==> src/rtl/hdu_pkg.sv <==
// Shared constants, types and trellis helpers for the register-exchange unit.
// Assumes a four-state shift-register trellis: state {s1,s0}, input enters s1.
package hdu_pkg;
    localparam int NS = 4;
    localparam int SW = 2;
    typedef logic [SW-1:0] st_t;

    // Predecessor of end state s whose low bit is d.
    function automatic st_t pred_of(input st_t s, input logic d);
        return {s[0], d};
    endfunction

    // Input bit carried by any edge entering end state s.
    function automatic logic edge_bit(input st_t s);
        return s[1];
    endfunction
endpackage

==> src/rtl/hdu_trellis_map.sv <==
// Turns per-state decisions into winner/loser predecessor indices and edge bits.
// Purely combinational; assumes the trellis of hdu_pkg.
module hdu_trellis_map
    import hdu_pkg::*;
(
    input  logic [NS-1:0] dec,
    output st_t           win_idx [NS],
    output st_t           los_idx [NS],
    output logic [NS-1:0] ebit
);
    for (genvar s = 0; s < NS; s++) begin : g_state
        // Resolve both predecessors and the edge input bit for state s.
        always_comb begin
            win_idx[s] = pred_of(st_t'(s), dec[s]);
            los_idx[s] = pred_of(st_t'(s), ~dec[s]);
            ebit[s]    = edge_bit(st_t'(s));
        end
    end
endmodule

==> src/rtl/hdu_survivor_bank.sv <==
// Holds one DEPTH-bit path per state and performs the register exchange.
// Also forms the extended-loser XOR per state. Assumes DEPTH >= 2.
module hdu_survivor_bank
    import hdu_pkg::*;
#(
    parameter int DEPTH = 8
) (
    input  logic             clk,
    input  logic             rst_n,
    input  logic             in_valid,
    input  st_t              win_idx [NS],
    input  st_t              los_idx [NS],
    input  logic [NS-1:0]    ebit,
    output logic [DEPTH-1:0] path_d  [NS],
    output logic [DEPTH-1:0] diff_d  [NS]
);
    logic [DEPTH-1:0] path_q [NS];

    for (genvar s = 0; s < NS; s++) begin : g_state
        logic [DEPTH-1:0] los_ext;

        // Build the new survivor and the competing path for state s.
        always_comb begin
            path_d[s] = {path_q[win_idx[s]][DEPTH-2:0], ebit[s]};
            los_ext   = {path_q[los_idx[s]][DEPTH-2:0], ebit[s]};
            diff_d[s] = path_d[s] ^ los_ext;
        end

        // Commit the exchanged path on valid stages only.
        always_ff @(posedge clk) begin
            if (!rst_n)        path_q[s] <= '0;
            else if (in_valid) path_q[s] <= path_d[s];
        end

        a_r2_newest_bit: assert property (@(posedge clk) disable iff (!rst_n)
            in_valid |=> path_q[s][0] == s[1]);
        a_r7_hold_idle: assert property (@(posedge clk) disable iff (!rst_n)
            !in_valid |=> $stable(path_q[s]));
    end
endmodule

==> src/rtl/hdu_fill_tracker.sv <==
// Counts valid stages after reset, saturating at DEPTH.
// Reports whether the current valid stage completes a full history.
module hdu_fill_tracker #(
    parameter int DEPTH = 8
) (
    input  logic clk,
    input  logic rst_n,
    input  logic in_valid,
    output logic full_now
);
    localparam int CW = $clog2(DEPTH + 1);
    logic [CW-1:0] cnt_q;

    // The current stage is the DEPTH-th or later.
    always_comb full_now = in_valid && (int'(cnt_q) >= DEPTH - 1);

    // Advance the saturating fill count on valid stages.
    always_ff @(posedge clk) begin
        if (!rst_n)                                     cnt_q <= '0;
        else if (in_valid && int'(cnt_q) < DEPTH)       cnt_q <= cnt_q + 1'b1;
    end

    a_r6_count_bound: assert property (@(posedge clk) disable iff (!rst_n)
        int'(cnt_q) <= DEPTH);
endmodule

==> src/rtl/reg_exchange_hdu.sv <==
// Top of the register-exchange survivor unit: trellis map, path bank,
// fill tracker and registered outputs (hard bit, validity, disagreements).
// Assumes decisions and best_state belong to the same stage as in_valid.
module reg_exchange_hdu
    import hdu_pkg::*;
#(
    parameter int DEPTH = 8
) (
    input  logic                clk,
    input  logic                rst_n,
    input  logic                in_valid,
    input  logic [NS-1:0]       dec,
    input  logic [SW-1:0]       best_state,
    output logic                out_valid,
    output logic                hard_bit,
    output logic [NS*DEPTH-1:0] diff_all
);
    st_t              win_idx [NS];
    st_t              los_idx [NS];
    logic [NS-1:0]    ebit;
    logic [DEPTH-1:0] path_d  [NS];
    logic [DEPTH-1:0] diff_d  [NS];
    logic             full_now;
    logic [NS*DEPTH-1:0] diff_flat;

    hdu_trellis_map i_map (
        .dec     (dec),
        .win_idx (win_idx),
        .los_idx (los_idx),
        .ebit    (ebit)
    );

    hdu_survivor_bank #(.DEPTH(DEPTH)) i_bank (
        .clk      (clk),
        .rst_n    (rst_n),
        .in_valid (in_valid),
        .win_idx  (win_idx),
        .los_idx  (los_idx),
        .ebit     (ebit),
        .path_d   (path_d),
        .diff_d   (diff_d)
    );

    hdu_fill_tracker #(.DEPTH(DEPTH)) i_fill (
        .clk      (clk),
        .rst_n    (rst_n),
        .in_valid (in_valid),
        .full_now (full_now)
    );

    for (genvar s = 0; s < NS; s++) begin : g_flat
        // Pack state s's disagreement vector into its output slice.
        always_comb diff_flat[s*DEPTH +: DEPTH] = diff_d[s];
    end

    // Register the hard decision, disagreements and validity flag.
    always_ff @(posedge clk) begin
        if (!rst_n) begin
            out_valid <= 1'b0;
            hard_bit  <= 1'b0;
            diff_all  <= '0;
        end else begin
            out_valid <= full_now;
            if (in_valid) begin
                hard_bit <= path_d[best_state][DEPTH-1];
                diff_all <= diff_flat;
            end
        end
    end

    a_r6_valid_follows_input: assert property (@(posedge clk) disable iff (!rst_n)
        out_valid |-> $past(in_valid));
    a_r7_idle_holds: assert property (@(posedge clk) disable iff (!rst_n)
        !in_valid |=> (!out_valid && $stable(hard_bit) && $stable(diff_all)));
    a_r5_newest_agrees: assert property (@(posedge clk) disable iff (!rst_n)
        in_valid |=> diff_all[0] == 1'b0);
endmodule

==> config.mk <==
export PLATFORM = sky130hd
export DESIGN_NAME = reg_exchange_hdu
export DESIGN_NICKNAME = d
export VERILOG_FILES = /design/src/rtl/hdu_pkg.sv /design/src/rtl/hdu_trellis_map.sv /design/src/rtl/hdu_survivor_bank.sv /design/src/rtl/hdu_fill_tracker.sv /design/src/rtl/reg_exchange_hdu.sv
export SDC_FILE = /design/constraint.sdc
export NUM_CORES = 1
export LEC_CHECK = 0
export BUFFER_PORTS_ARGS = -buffer_cell sky130_fd_sc_hd__buf_2
export CORE_MARGIN = 1.5
export CORE_UTILIZATION = 45
export DETAILED_ROUTE_END_ITERATION = 8
export GPL_ROUTABILITY_DRIVEN = 0
export PLACE_DENSITY = 0.71
export SYNTH_ARGS = -nofsm -noshare
export SYNTH_HDL_FRONTEND = slang
export SYNTH_HIERARCHICAL = 1
export SYNTH_SLANG_ARGS = --single-unit
==> constraint.sdc <==
create_clock -name clk -period 3.3 [get_ports clk]
set_input_delay 0.99 -clock clk [delete_from_list [all_inputs] [get_ports clk]]
set_output_delay 0.99 -clock clk [all_outputs]
set_load 0.02 [all_outputs]
## After elaboration in Yosys (flattened, before gate mapping)

Memories as Yosys holds them, arrays and structs flattened.
Cells that the tools add are included.

| word-level totals | value |
|---|---|
| output and inout bits | 34 |
| input bits | 9 |
| register bits after elaboration | 38 |
| logic and storage cells | 35 |
| bits in read-only memories | 0 |
| memories kept | 1 |
| latch bits | 0 |
| RAM bits | 32 |

Memory list:

| memory | depth | bits a word | read ports | clocked after memory_dff | wr ports | line | source |
|---|---|---|---|---|---|---|---|
| i_bank.path_q | 4 | 8 | 8 | 0 | 4 | hdu_survivor_bank.sv:17 | `logic [DEPTH-1:0] path_q [NS];` |

| cells by class | value |
|---|---|
| reduce and logical (&&, ||, !) cells | 2 |
| shift-type cells | 0 |
| bitwise logic cells | 13 |
| $mul | 0 |
| equality and inequality tests | 0 |
| order comparisons | 3 |
| divide/modulo/power cells | 0 |
| multiplexer cells | 11 |
| $add $sub $neg | 1 |

Operators with widths:

| cell | number |
|---|---|
| 8-bit two-way mux | 6 |
| 8-bit XOR | 4 |
| 8-bit binary-select mux with 2-bit select | 1 |
| 4-bit by 1-bit adder with 4-bit output (second input constant) | 1 |
| 4-bit by 3-bit >= comparator with 1-bit output (second input constant) | 1 |
| 4-bit less-than comparator (second input constant) | 1 |
| 1-bit two-way mux | 4 |
| 1-bit inverter | 4 |
| 1-bit bitwise OR | 4 |
| 3-bit >= comparator (second input constant) | 1 |
| 2-bit inverter with 3-bit output | 1 |
| 1-bit logical AND | 2 |

## Depth between registers and ports, before layout

| depth | value |
|---|---|
| word-level depth | 4 |
| depth in mapped cells | 6 |
| gate-level depth less buffers | 5 |

## Hierarchy

The synthesis kept the hierarchy.

By module, submodules not included:

| module | seq. area each (um^2) | cells an instance | area an instance (um^2) | times used |
|---|---|---|---|---|
| hdu_survivor_bank | 840.8 | 172 | 2710.1 | 1 |
| reg_exchange_hdu | 680.7 | 113 | 1353.8 | 1 |
| hdu_fill_tracker | 80.1 | 17 | 186.4 | 1 |
| hdu_trellis_map | 0.0 | 22 | 142.6 | 1 |

## Worst setup path after synthesis

Ideal clock, no wire load.

| timing | value |
|---|---|
| kind | input -> register |
| start | input port in_valid |
| end | memory i_bank.path_q[0][0], enable pin |
| setup slack | 0.975 ns |
| data arrival time | 1.936 ns |
| required time | 2.911 ns |
| setup time | 0.389 ns |
| stages | 2 |
| path buffers | 1 |
| cell sequence | clkbuf_1 > nand2b_1 |

RTL lines:

| element | line | source |
|---|---|---|
| start, declared | reg_exchange_hdu.sv:11 | `input logic in_valid,` |
| end, declared | hdu_survivor_bank.sv:17 |  |

==> run_summary.xml <==
<?xml version="1.0" encoding="UTF-8"?>
<metrics>
  <group name="sta">
    <metric name="finalHoldViolations" unit="">0</metric>
    <metric name="timing.setup.tns" unit="ns">0</metric>
    <metric name="worst_case_clock_skew" unit="ns">0.00863</metric>
    <metric name="finalCriticalPeriod" unit="ns">2.25</metric>
    <metric name="timing.fmax" unit="MHz">445</metric>
    <metric name="final-setup-viol-count" unit="">0</metric>
    <metric name="worstMarginPinSlew" unit="ns">0.642</metric>
    <metric name="min_period_over_period" unit="%">68.1</metric>
    <metric name="timing.max_slew.rel_slack" unit="%">57.2</metric>
    <metric name="slew_violations" unit="">0</metric>
    <metric name="grt_setup_unrepaired" unit="">false</metric>
    <metric name="finalHoldWorstSlack" unit="ns">0.508</metric>
  </group>
  <group name="critical_path">
    <metric name="start_kind" unit="">primary input</metric>
    <metric name="worst_ep_required_time" unit="ns">3.58</metric>
    <metric name="worst_r2r_endpoint" unit="">diff_all[31]</metric>
    <metric name="regToRegStartpoint" unit="">i_bank/path_q[3][6]</metric>
    <metric name="critPathMaxFanout" unit="">8</metric>
    <metric name="rrSetupSlack" unit="ns">1.73</metric>
    <metric name="crit_type" unit="">primary input to register</metric>
    <metric name="worstSetupEndpointType" unit="">register</metric>
    <metric name="reg2reg_depth" unit="">4</metric>
    <metric name="worstPathArrival" unit="ns">2.52</metric>
    <metric name="crit_path_end" unit="">diff_all[12]</metric>
    <metric name="setup.worst_path.start" unit="">dec[1]</metric>
  </group>
  <group name="finish">
    <metric name="regArea" unit="sq mm">0.00160</metric>
    <metric name="finalNetCount" unit="">350</metric>
    <metric name="syn2layout_area_growth" unit="%">7.60</metric>
    <metric name="final_layout_size_suffix_gt1_share" unit="%">34.8</metric>
    <metric name="insertedDiodeCount" unit="">0</metric>
    <metric name="multiInputGateArea" unit="sq mm">0.00244</metric>
    <metric name="filler_cell_count" unit="">816</metric>
  </group>
  <group name="grt">
    <metric name="grt_pass1_vias" unit="">2755</metric>
    <metric name="grt_util_all_layers" unit="%">18.5</metric>
    <metric name="globalRouteOverflowTotal" unit="">0</metric>
    <metric name="grt_start_max_net_pins" unit="">40</metric>
    <metric name="initial_antenna_violation_count" unit="">0</metric>
    <metric name="global_route_wire_length_before_repair" unit="mm">14.5</metric>
  </group>
  <group name="routing">
    <metric name="detail_route.first_pass.iterations" unit="">4</metric>
    <metric name="first_iter_violations" unit="">130</metric>
    <metric name="detail_route.drc_violations" unit="">0</metric>
    <metric name="totalWireLength" unit="mm">8.71</metric>
    <metric name="wire_length_per_cell_after_detailed_routing" unit="um">18.4</metric>
    <metric name="via_per_inst" unit="">5.50</metric>
    <metric name="drt.antenna.violating_nets" unit="">0</metric>
    <metric name="total_vias_in_the_final_route" unit="">2609</metric>
  </group>
  <group name="die">
    <metric name="floorplan_die_area" unit="sq mm">0.0103</metric>
    <metric name="die-width" unit="um">101</metric>
    <metric name="floorplan.core_area" unit="sq mm">0.00933</metric>
    <metric name="io-pin-count" unit="">43</metric>
    <metric name="initial_utilization" unit="%">46.8</metric>
    <metric name="floorplan.die.height" unit="um">101</metric>
    <metric name="row_count" unit="">35</metric>
  </group>
  <group name="clock_network">
    <metric name="count_of_buffers_added_by_post_cts_timing_repair_for_setup" unit="">0</metric>
    <metric name="post_cts_resized" unit="">0</metric>
    <metric name="cts.hold.buffers_added" unit="">0</metric>
    <metric name="clk_pin_slew" unit="ns">0.07</metric>
    <metric name="clock_latency" unit="ns">0.34</metric>
    <metric name="cts-root-to-sink-buffers" unit="">2</metric>
    <metric name="clock_sinks" unit="">66</metric>
    <metric name="htree_levels" unit="">3</metric>
    <metric name="tritoncts" unit="">done</metric>
    <metric name="cts-root-buf" unit="">sky130_fd_sc_hd__clkbuf_8</metric>
    <metric name="cts_made_buffers" unit="">9</metric>
  </group>
  <group name="yosys">
    <metric name="postSynthAreaPerCell" unit="sq um">13.6</metric>
    <metric name="mappedNetlistArea" unit="sq mm">0.00436</metric>
    <metric name="syn_inst" unit="">320</metric>
    <metric name="synthesis.yosys.warnings" unit="">6</metric>
  </group>
  <group name="pwr">
    <metric name="leakagePower" unit="nW">2.07</metric>
    <metric name="peakVddDrop" unit="mV">0.173</metric>
    <metric name="power_per_cell_area" unit="mW/mm^2">477</metric>
  </group>
  <group name="status">
    <metric name="run_status" unit="">completed</metric>
  </group>
  <group name="min_path">
    <metric name="holdCritPathClass" unit="">register to register</metric>
  </group>
  <group name="flow_run">
    <metric name="timing.max_cap.violations" unit="">0</metric>
  </group>
  <group name="place">
    <metric name="io_buffers" unit="">42</metric>
    <metric name="dp_hpwl" unit="mm">6.07</metric>
  </group>
</metrics>
cell usage in the layout (no fill, tap or decap), drive strengths merged:
| master | n |
|---|---|
| a21oi | 1 |
| a41oi | 1 |
| and2 | 3 |
| and3 | 28 |
| buf | 46 |
| clkbuf | 15 |
| conb | 16 |
| dfxtp | 38 |
| edfxtp | 28 |
| ha | 1 |
| inv | 5 |
| mux2i | 35 |
| mux4 | 56 |
| nand2b | 1 |
| nand3 | 1 |
| nand3b | 3 |
| nor2b | 36 |
| o221ai | 1 |
| xnor2 | 1 |
| xor2 | 29 |
stage by stage:
step | total power [W] | util, % | cells | setup slack [ns] | instance area [sq um]
floorplan | 0.00140 | - | 333 | 0.975 | 4410
global placement | 0.00148 | 47.8 | 458 | 0.706 | 4460
detailed placement | 0.00149 | 47.8 | 458 | 0.672 | 4460
CTS | 0.00226 | 50.3 | 474 | 1.04 | 4690
global route | 0.00235 | 50.3 | 474 | 0.878 | 4690
finish | 0.00224 | 50.3 | 474 | 1.05 | 4690
worst max-delay path, cell delays in order:
cell,delay [ns]
sky130_fd_sc_hd__buf_2,0.18
sky130_fd_sc_hd__inv_1,0.34
sky130_fd_sc_hd__mux4_2,0.56
sky130_fd_sc_hd__xor2_1,0.21
sky130_fd_sc_hd__mux2i_1,0.12
sky130_fd_sc_hd__nor2b_1,0.12
per-layer routing:
layer | part of all wire, % | global-route usage (%)
met5 | 0 | 0
met4 | 1.4 | 7.37
met3 | 5.1 | 2.90
met2 | 52 | 31.4
met1 | 41 | 23.8
report_power, final:
part           leakage, nW  total, W  internal [W]  switching (W)
clock network        0.122  0.000768      0.000453       0.000315
logic                 1.32  0.000472      0.000239       0.000233
registers            0.621  0.000998      0.000923      0.0000749
final cells by class:
cell class | instances | share of cell area (%)
repair buffers | 46 | 5.12
multi-input cells | 213 | 52.0
inverters | 4 | 0.320
flip-flops and latches | 66 | 34.1
well taps | 129 | 3.44
clock inverters | 1 | 0.133
clock buffers | 15 | 4.90
flip-flops by register name, summed over array words and instances (netlist names):
name,cells
diff_all,32
hard_bit,1
i_bank/path_q,28
i_fill/cnt_q,4
out_valid,1
how the worst min path moves through the flow:
| stage | start | to | slack (ns) | cells past startpoint |
|---|---|---|---|---|
| 6_report | hard_bit | hard_bit | 0.51 | 2 |
| 2_1_floorplan | i_fill/cnt_q[1] | i_fill/cnt_q[1] | 0.51 | 2 |
| 4_1_cts | diff_all[13] | diff_all[13] | 0.52 | 2 |
| 3_5_place_dp | diff_all[13] | diff_all[13] | 0.50 | 2 |
| 5_1_grt | diff_all[1] | diff_all[1] | 0.54 | 2 |
| 3_3_place_gp | hard_bit | hard_bit | 0.49 | 2 |
No activity file was read; power rests on OpenSTA's default activity.
